`config.mk`:
```
export PLATFORM = sky130hd
export DESIGN_NAME = dual_clksel
export DESIGN_NICKNAME = d
export VERILOG_FILES = /design/src/rtl/clksel_pkg.sv /design/src/rtl/lvl_sync.sv /design/src/rtl/phase_timer.sv /design/src/rtl/vsel_ctrl.sv /design/src/rtl/gf_mux.sv /design/src/rtl/dual_clksel.sv
export SDC_FILE = /design/constraint.sdc
export NUM_CORES = 1
export LEC_CHECK = 0
export BUFFER_PORTS_ARGS = -buffer_cell sky130_fd_sc_hd__buf_2
export CORE_MARGIN = 8
export CORE_UTILIZATION = 30
export CTS_CLUSTER_DIAMETER = 120
export DETAILED_ROUTE_END_ITERATION = 8
export PLACE_DENSITY = 0.53
export RECOVER_POWER = 50
export SLEW_MARGIN = 30
export SYNTH_ARGS = -nofsm -noshare
export SYNTH_HDL_FRONTEND = slang
export SYNTH_SLANG_ARGS = --single-unit
export TNS_END_PERCENT = 1
```
`constraint.sdc`:
```
create_clock -name clk -period 4.5 [get_ports clk]
set_clock_uncertainty 0.1 [all_clocks]
set_input_delay 0.9 -clock clk [delete_from_list [all_inputs] [get_ports clk]]
set_output_delay 0.9 -clock clk [all_outputs]
set_load 0.1 [all_outputs]
```
`src/rtl/clksel_pkg.sv`:
```
package clksel_pkg;

  typedef enum logic [1:0] {
    PH_IDLE   = 2'd0,
    PH_DECIDE = 2'd1,
    PH_SETTLE = 2'd2
  } phase_e;

  // Decoded video choice: external clock or a synthesizer register index
  typedef struct packed {
    logic       ext;
    logic [1:0] idx;
  } vchoice_t;

  localparam int NVREG = 3;

  // Video mux source order
  localparam logic [1:0] VS_SYN = 2'd0;
  localparam logic [1:0] VS_EXT = 2'd1;
  localparam logic [1:0] VS_REF = 2'd2;
  localparam logic [1:0] VS_MCK = 2'd3;

  // Memory mux source order
  localparam logic [1:0] MS_SYN = 2'd0;
  localparam logic [1:0] MS_REF = 2'd1;
  localparam logic [1:0] MS_PDV = 2'd2;

  function automatic vchoice_t decode_pins(input logic force_r2,
                                           input logic ext_sel,
                                           input logic [1:0] sel);
    vchoice_t c;
    c = '{ext: 1'b0, idx: 2'd2};
    if (!force_r2) begin
      case (sel)
        2'b00: c = '{ext: 1'b0, idx: 2'd0};
        2'b01: c = '{ext: 1'b0, idx: 2'd1};
        2'b10: c = ext_sel ? '{ext: 1'b0, idx: 2'd2} : '{ext: 1'b1, idx: 2'd0};
        default: c = '{ext: 1'b0, idx: 2'd2};
      endcase
    end
    return c;
  endfunction

endpackage

```
`src/rtl/lvl_sync.sv`:
```
module lvl_sync #(
  parameter int W = 1
) (
  input  logic         clk,
  input  logic         rst,
  input  logic [W-1:0] d,
  output logic [W-1:0] q
);
  logic [W-1:0] meta;

  always_ff @(posedge clk) begin
    if (rst) begin
      meta <= '0;
      q    <= '0;
    end else begin
      meta <= d;
      q    <= meta;
    end
  end
endmodule

```
`src/rtl/phase_timer.sv`:
```
module phase_timer
  import clksel_pkg::*;
#(
  parameter int TO_CYC  = 24,
  parameter int SET_CYC = 48
) (
  input  logic   clk,
  input  logic   rst,
  input  logic   long_to,
  input  logic   restart,
  output phase_e phase,
  output logic   decide_done
);
  localparam int BIGGER = (TO_CYC > SET_CYC) ? TO_CYC : SET_CYC;
  localparam int CW     = $clog2(2 * BIGGER + 1);
  localparam logic [CW-1:0] ONE = CW'(1);

  logic [CW-1:0] cnt;
  logic [CW-1:0] lim;
  logic          last;

  always_comb begin
    if (phase == PH_SETTLE) lim = long_to ? CW'(2 * SET_CYC) : CW'(SET_CYC);
    else                    lim = long_to ? CW'(2 * TO_CYC)  : CW'(TO_CYC);
  end

  assign last        = (cnt == lim - ONE);
  assign decide_done = (phase == PH_DECIDE) && last && !restart;

  always_ff @(posedge clk) begin
    if (rst) begin
      phase <= PH_IDLE;
      cnt   <= '0;
    end else if (restart) begin
      phase <= PH_DECIDE;
      cnt   <= '0;
    end else begin
      case (phase)
        PH_DECIDE: begin
          cnt <= last ? '0 : cnt + ONE;
          if (last) phase <= PH_SETTLE;
        end
        PH_SETTLE: begin
          cnt <= last ? '0 : cnt + ONE;
          if (last) phase <= PH_IDLE;
        end
        default: cnt <= '0;
      endcase
    end
  end


  cnt_bound_chk: assert property (@(posedge clk) disable iff (rst)
    (phase != PH_IDLE) |-> (cnt < lim));


  restart_chk: assert property (@(posedge clk) disable iff (rst)
    restart |=> (phase == PH_DECIDE));
endmodule

```
`src/rtl/vsel_ctrl.sv`:
```
module vsel_ctrl
  import clksel_pkg::*;
#(
  parameter int TO_CYC  = 24,
  parameter int SET_CYC = 48
) (
  input  logic             clk,
  input  logic             rst,
  input  logic             long_to,
  input  logic             sub_mclk,
  input  logic             force_r2,
  input  logic             ext_sel,
  input  logic [1:0]       sel,
  input  logic [NVREG-1:0] vreg_wr,
  output logic [1:0]       src,
  output logic [1:0]       reg_idx,
  output logic             load
);
  vchoice_t tgt, cur, pend, nxt_pend;
  logic     rw, nxt_rw, restart, done, act_wr;
  phase_e   ph;

  assign tgt    = decode_pins(force_r2, ext_sel, sel);
  assign act_wr = !cur.ext && vreg_wr[cur.idx];

  always_comb begin
    restart  = 1'b0;
    nxt_pend = pend;
    nxt_rw   = rw;
    if (ph == PH_DECIDE) begin
      if (tgt != pend) begin
        restart  = 1'b1;
        nxt_pend = tgt;
        nxt_rw   = 1'b0;
      end
    end else if (tgt != cur) begin
      restart  = 1'b1;
      nxt_pend = tgt;
      nxt_rw   = 1'b0;
    end else if (act_wr) begin
      restart  = 1'b1;
      nxt_pend = cur;
      nxt_rw   = 1'b1;
    end
  end

  phase_timer #(.TO_CYC(TO_CYC), .SET_CYC(SET_CYC)) u_tmr (
    .clk        (clk),
    .rst        (rst),
    .long_to    (long_to),
    .restart    (restart),
    .phase      (ph),
    .decide_done(done)
  );

  always_ff @(posedge clk) begin
    if (rst) begin
      cur  <= '0;
      pend <= '0;
      rw   <= 1'b0;
      load <= 1'b0;
    end else begin
      pend <= nxt_pend;
      rw   <= nxt_rw;
      load <= done && !pend.ext;
      if (done) cur <= pend;
    end
  end

  always_comb begin
    case (ph)
      PH_SETTLE: src = sub_mclk ? VS_MCK : VS_REF;
      PH_DECIDE: src = rw ? VS_REF : (cur.ext ? VS_EXT : VS_SYN);
      default:   src = cur.ext ? VS_EXT : VS_SYN;
    endcase
  end

  assign reg_idx = cur.idx;


  load_after_decide_chk: assert property (@(posedge clk) disable iff (rst)
    load |-> ($past(ph) == PH_DECIDE));


  wr_ignore_chk: assert property (@(posedge clk) disable iff (rst)
    (ph == PH_IDLE && tgt == cur && vreg_wr != '0 && !act_wr) |=> (ph == PH_IDLE));
endmodule

```
`src/rtl/gf_mux.sv`:
```
module gf_mux #(
  parameter int N = 4,
  localparam int IW = (N > 1) ? $clog2(N) : 1
) (
  input  logic          clk,
  input  logic          rst,
  input  logic [N-1:0]  lvl,
  input  logic [IW-1:0] sel,
  output logic          out
);
  logic [IW-1:0] act;
  logic          on;

  always_ff @(posedge clk) begin
    if (rst) begin
      act <= '0;
      on  <= 1'b0;
      out <= 1'b0;
    end else begin
      out <= on && lvl[act];
      if (on) begin
        if (sel != act && !lvl[act]) on <= 1'b0;
      end else begin
        act <= sel;
        if (act == sel && !lvl[sel]) on <= 1'b1;
      end
    end
  end


  break_low_chk: assert property (@(posedge clk) disable iff (rst)
    $fell(on) |-> !$past(lvl[act]));


  make_low_chk: assert property (@(posedge clk) disable iff (rst)
    $rose(on) |-> !$past(lvl[act]));
endmodule

```
`src/rtl/dual_clksel.sv`:
```
module dual_clksel
  import clksel_pkg::*;
#(
  parameter int TO_CYC  = 24,
  parameter int SET_CYC = 48
) (
  input  logic       clk,
  input  logic       rst,
  input  logic       oe,
  input  logic       pd_n,
  input  logic       ext_sel,
  input  logic       force_r2,
  input  logic [1:0] sel,
  input  logic       pd_mode2,
  input  logic       sub_mclk,
  input  logic       long_to,
  input  logic [2:0] vreg_wr,
  input  logic       mreg_wr,
  input  logic       ref_clk,
  input  logic       ext_clk,
  input  logic       vsyn_clk,
  input  logic       msyn_clk,
  input  logic       pdiv_clk,
  output logic       vclk_out,
  output logic       vclk_oe,
  output logic       mclk_out,
  output logic       mclk_oe,
  output logic [1:0] vsyn_reg,
  output logic       vsyn_load,
  output logic       msyn_load
);
  localparam int NSRC = 5;

  logic [NSRC-1:0] lv;
  phase_e          mph;
  logic            mdone, pd_act, en, mmux_out, vmux_out;
  logic [1:0]      msel, vsel;

  lvl_sync #(.W(NSRC)) u_sync (
    .clk(clk),
    .rst(rst),
    .d  ({pdiv_clk, msyn_clk, vsyn_clk, ext_clk, ref_clk}),
    .q  (lv)
  );

  phase_timer #(.TO_CYC(TO_CYC), .SET_CYC(SET_CYC)) u_mtmr (
    .clk        (clk),
    .rst        (rst),
    .long_to    (long_to),
    .restart    (mreg_wr),
    .phase      (mph),
    .decide_done(mdone)
  );

  assign pd_act = !pd_n;

  always_comb begin
    if (pd_act && !pd_mode2)  msel = MS_PDV;
    else if (mph != PH_IDLE)  msel = MS_REF;
    else                      msel = MS_SYN;
  end

  gf_mux #(.N(3)) u_mmux (
    .clk(clk),
    .rst(rst),
    .lvl({lv[4], lv[0], lv[3]}),
    .sel(msel),
    .out(mmux_out)
  );

  vsel_ctrl #(.TO_CYC(TO_CYC), .SET_CYC(SET_CYC)) u_vctl (
    .clk     (clk),
    .rst     (rst),
    .long_to (long_to),
    .sub_mclk(sub_mclk),
    .force_r2(force_r2),
    .ext_sel (ext_sel),
    .sel     (sel),
    .vreg_wr (vreg_wr),
    .src     (vsel),
    .reg_idx (vsyn_reg),
    .load    (vsyn_load)
  );

  gf_mux #(.N(4)) u_vmux (
    .clk(clk),
    .rst(rst),
    .lvl({mmux_out, lv[0], lv[1], lv[2]}),
    .sel(vsel),
    .out(vmux_out)
  );

  assign en = oe && !(pd_act && pd_mode2);

  always_ff @(posedge clk) begin
    if (rst) begin
      vclk_oe   <= 1'b0;
      mclk_oe   <= 1'b0;
      vclk_out  <= 1'b0;
      mclk_out  <= 1'b0;
      msyn_load <= 1'b0;
    end else begin
      vclk_oe   <= en;
      mclk_oe   <= en;
      vclk_out  <= en && (pd_act || vmux_out);
      mclk_out  <= en && mmux_out;
      msyn_load <= mdone;
    end
  end


  oe_off_chk: assert property (@(posedge clk) disable iff (rst)
    !oe |=> (!vclk_oe && !mclk_oe && !vclk_out && !mclk_out));


  pd_high_chk: assert property (@(posedge clk) disable iff (rst)
    (oe && !pd_n && !pd_mode2) |=> vclk_out);


  pd_off_chk: assert property (@(posedge clk) disable iff (rst)
    (!pd_n && pd_mode2) |=> (!vclk_oe && !mclk_oe));


  mem_restart_chk: assert property (@(posedge clk) disable iff (rst)
    mreg_wr |=> (mph == PH_DECIDE));
endmodule

```
==> summary.md <==
| Metric | Value |
|---|---|
| Synth top area share | 42.6% |
| Final nets | 297 |
| Avg WL per Cell | about 11 um |
| Post-CTS Setup Inserts | 0 |
| CTS Root Cell | clkbuf_8 |
| Final setup viols | 0 |
| Delay of the slowest cell on the worst path | 0.86 ns |
| Number of synthesized flops with an enable pin | 0 |
| Tmin final | 2.50 ns |
| Top delay family on crit path | buffers and inverters |
| Pre-CTS setup slack | approximately 1.7 ns |
| Clock Latency Late Sink | 0.30 ns |
| Core Box Area | 7250 um^2 |
| Highest Clock Rate | 400 MHz |
| Final worst-path cycle share | 55.6% |
| Sink Count | 48 |
| RSZ-0062 raised after global routing | no |
| Setup CP Type | reg2out |
| Number of DRC markers in iteration 0 | 64 |
| Final HPWL DP | 3000 um |
| Seq/Total Area, Yosys | 42.6% |
| Initial antenna violation count | 0 |
| WP buf/inv | 1 |
| Ports | 28 |
| CTS Hold Bufs | 0 |
| Final Routed Wirelength | slightly above 4000 um |
| Netlist cell types | 44 |
| FFs w/ async S/R, synth | 0% |
| Pwr Density | 331 nW/um^2 |
| Final worst setup slack | around 2 ns |
| Setup TNS | 0 ns |
| Die W | slightly above 100 um |
| Slew Limit Fails | 0 |
| Total track usage | 8.49% |
| Rel. slew slack | 9.72% |
| Tightest Pin Transition | ~1.4 ns |
| WP data arrival | ~1.5 ns |
| Largest net degree at the start of global routing | 32 |
| H-tree depth | 2 |
| Die area | 10600 um^2 |
| DRC violations left | 0 |
| Top cells by count, synth | dfxtp_1, nor2_1, xnor2_1 |
| CP max-delay cell | clkbuf_1 |
| FF+latch count, synth | 48 |
| Largest area contributor in the netlist | dfxtp_1 |
| CTS Buffer Depth | 2 |
| Static Leak | around 0.99 nW |
| Mapped Avg Cell Area | roughly 9.5 um^2 |
| Inserted Diodes | 0 |
| Max Cap Violations | 0 |
| Post-synth top flop | dfxtp_1 |
| Setup crit start kind | register |
| Total number of vias | 1605 |
| VDD IR max | 0.000157 V |
| Vias in the first global route | ~1600 |
| Syn_nets | 269 |
| Layout cells sized above 1 | 15.7% |
| Initial Util | 31.1% |
| CP Max Fanout | 2 |
| Syn Inst Count | approximately 240 |
| Final GP Congestion | about 0.74 |
| Synthesized area | 2260 um^2 |
| TritonCTS Buffers | 5 |
| Clock slew at reported path FFs | ~0.09 ns |
| First-pass GRT wire length | 7240 um |
| GR Overflow Total | 0 |
| PortBufs | 27 |
| DR vias/cell | 4.39 |
| Critical Path Sink Type | primary output |
| Crit-path cells | clkbuf_1 |
| Outcome | complete, no violations |
| Chip height | approximately 100 um |
| Hold Vio Cnt, Final | 0 |
| DRT antenna net count | 0 |
| Most common cell in the netlist | dfxtp_1 |
| Synthesis warning total | 0 |
| TritonCTS clock tree | built |
| HP Class | reg2reg |
| Pre-antenna DRT Iters | 4 |
| Synth-to-layout area growth | 14.8% |
| Synth top area cells | dfxtp_1, nor2_1, ha_1, xnor2_1, mux2i_1 |
| Critical Path RT | 3.50 ns |
| PostCTS Resize Cnt | 0 |
| Num rows | 31 |
==> per-layer routing <==
metal	part of all wire [%]	track usage (%)
met4	0.44	2.26
met1	49	10.6
met5	0	0
met2	44	13.0
met3	7.3	3.51
==> final timing paths <==
path | from | end | slack, ns | depth (start not counted)
max reg2reg | u_vctl.u_tmr.phase[0] | u_vctl.reg_idx[1] | 2.00 | 10
min reg2reg | u_sync.meta[1] | u_sync.q[1] | 0.34 | 1
min | u_sync.meta[1] | u_sync.q[1] | 0.34 | 1
max | mclk_oe | mclk_oe | 2.00 | 1
==> report_power, final <==
group          switching [mW]  internal (mW)  leakage (nW)
logic                  0.0522         0.0362         0.538
registers              0.0100          0.438         0.392
clock network           0.153          0.167        0.0583
==> registers in the layout, indices dropped and copies added (netlist names), 3 cells and up <==
| signal | cells |
|---|---|
| u_vctl.pend | 3 |
| u_sync.q | 5 |
| u_vctl.u_tmr.cnt | 7 |
| u_mtmr.cnt | 7 |
| u_sync.meta | 5 |
==> final cells by class <==
type                    instances  area [um^2]
flip-flops and latches         48          961
repair buffers                 27          126
well taps                      99          124
inverters                      14         52.6
clock buffers                   5         68.8
fillers                       764         4660
multi-input cells             170         1210
clock inverters                 3         47.5
==> cells by family (layout without fill, tap and decap cells) <==
kind of cell | count (synthesis) | count (layout) | share of synthesized area [%]
and+or+nand+nor | 88 | 88 | 21.2
adders and majority gates | 11 | 11 | 6.10
xor gates and xnor gates | 23 | 23 | 8.93
buffers and inverters | 20 | 49 | 3.83
AOI/OAI and AO/OA | 37 | 37 | 11.9
muxes | 11 | 11 | 5.49
DFF | 48 | 48 | 42.6
==> stage by stage <==
step           total power [mW]  hold WS, ns  cells  cell area, um^2  util [%]
2_1_floorplan             0.523        0.314    238             2260         -
3_3_place_gp              0.547        0.319    358             2480      34.2
3_5_place_dp              0.547        0.324    358             2480      34.2
4_1_cts                   0.872        0.348    366             2600      35.8
5_1_grt                   0.902        0.361    366             2590      35.7
6_report                  0.856        0.344    366             2590      35.7
==> cells in the final DEF, fill, tap and decap left out, types with 2 or more instances in the layout <==
| cell type | instances |
|---|---|
| nor3b_1 | 2 |
| nand2_1 | 10 |
| xnor2_1 | 15 |
| nor2_1 | 38 |
| dfxtp_1 | 48 |
| a21oi_1 | 11 |
| o21ai_0 | 7 |
| ha_1 | 11 |
| clkinv_4 | 2 |
| clkbuf_8 | 5 |
| xor2_1 | 8 |
| and3b_1 | 2 |
| nor2b_1 | 12 |
| clkbuf_1 | 7 |
| nor3_1 | 5 |
| nand3_1 | 9 |
| buf_2 | 20 |
| mux2i_1 | 9 |
| inv_1 | 14 |
| a21boi_0 | 3 |
| a211oi_1 | 4 |
Power figures use the tool's default switching activity.
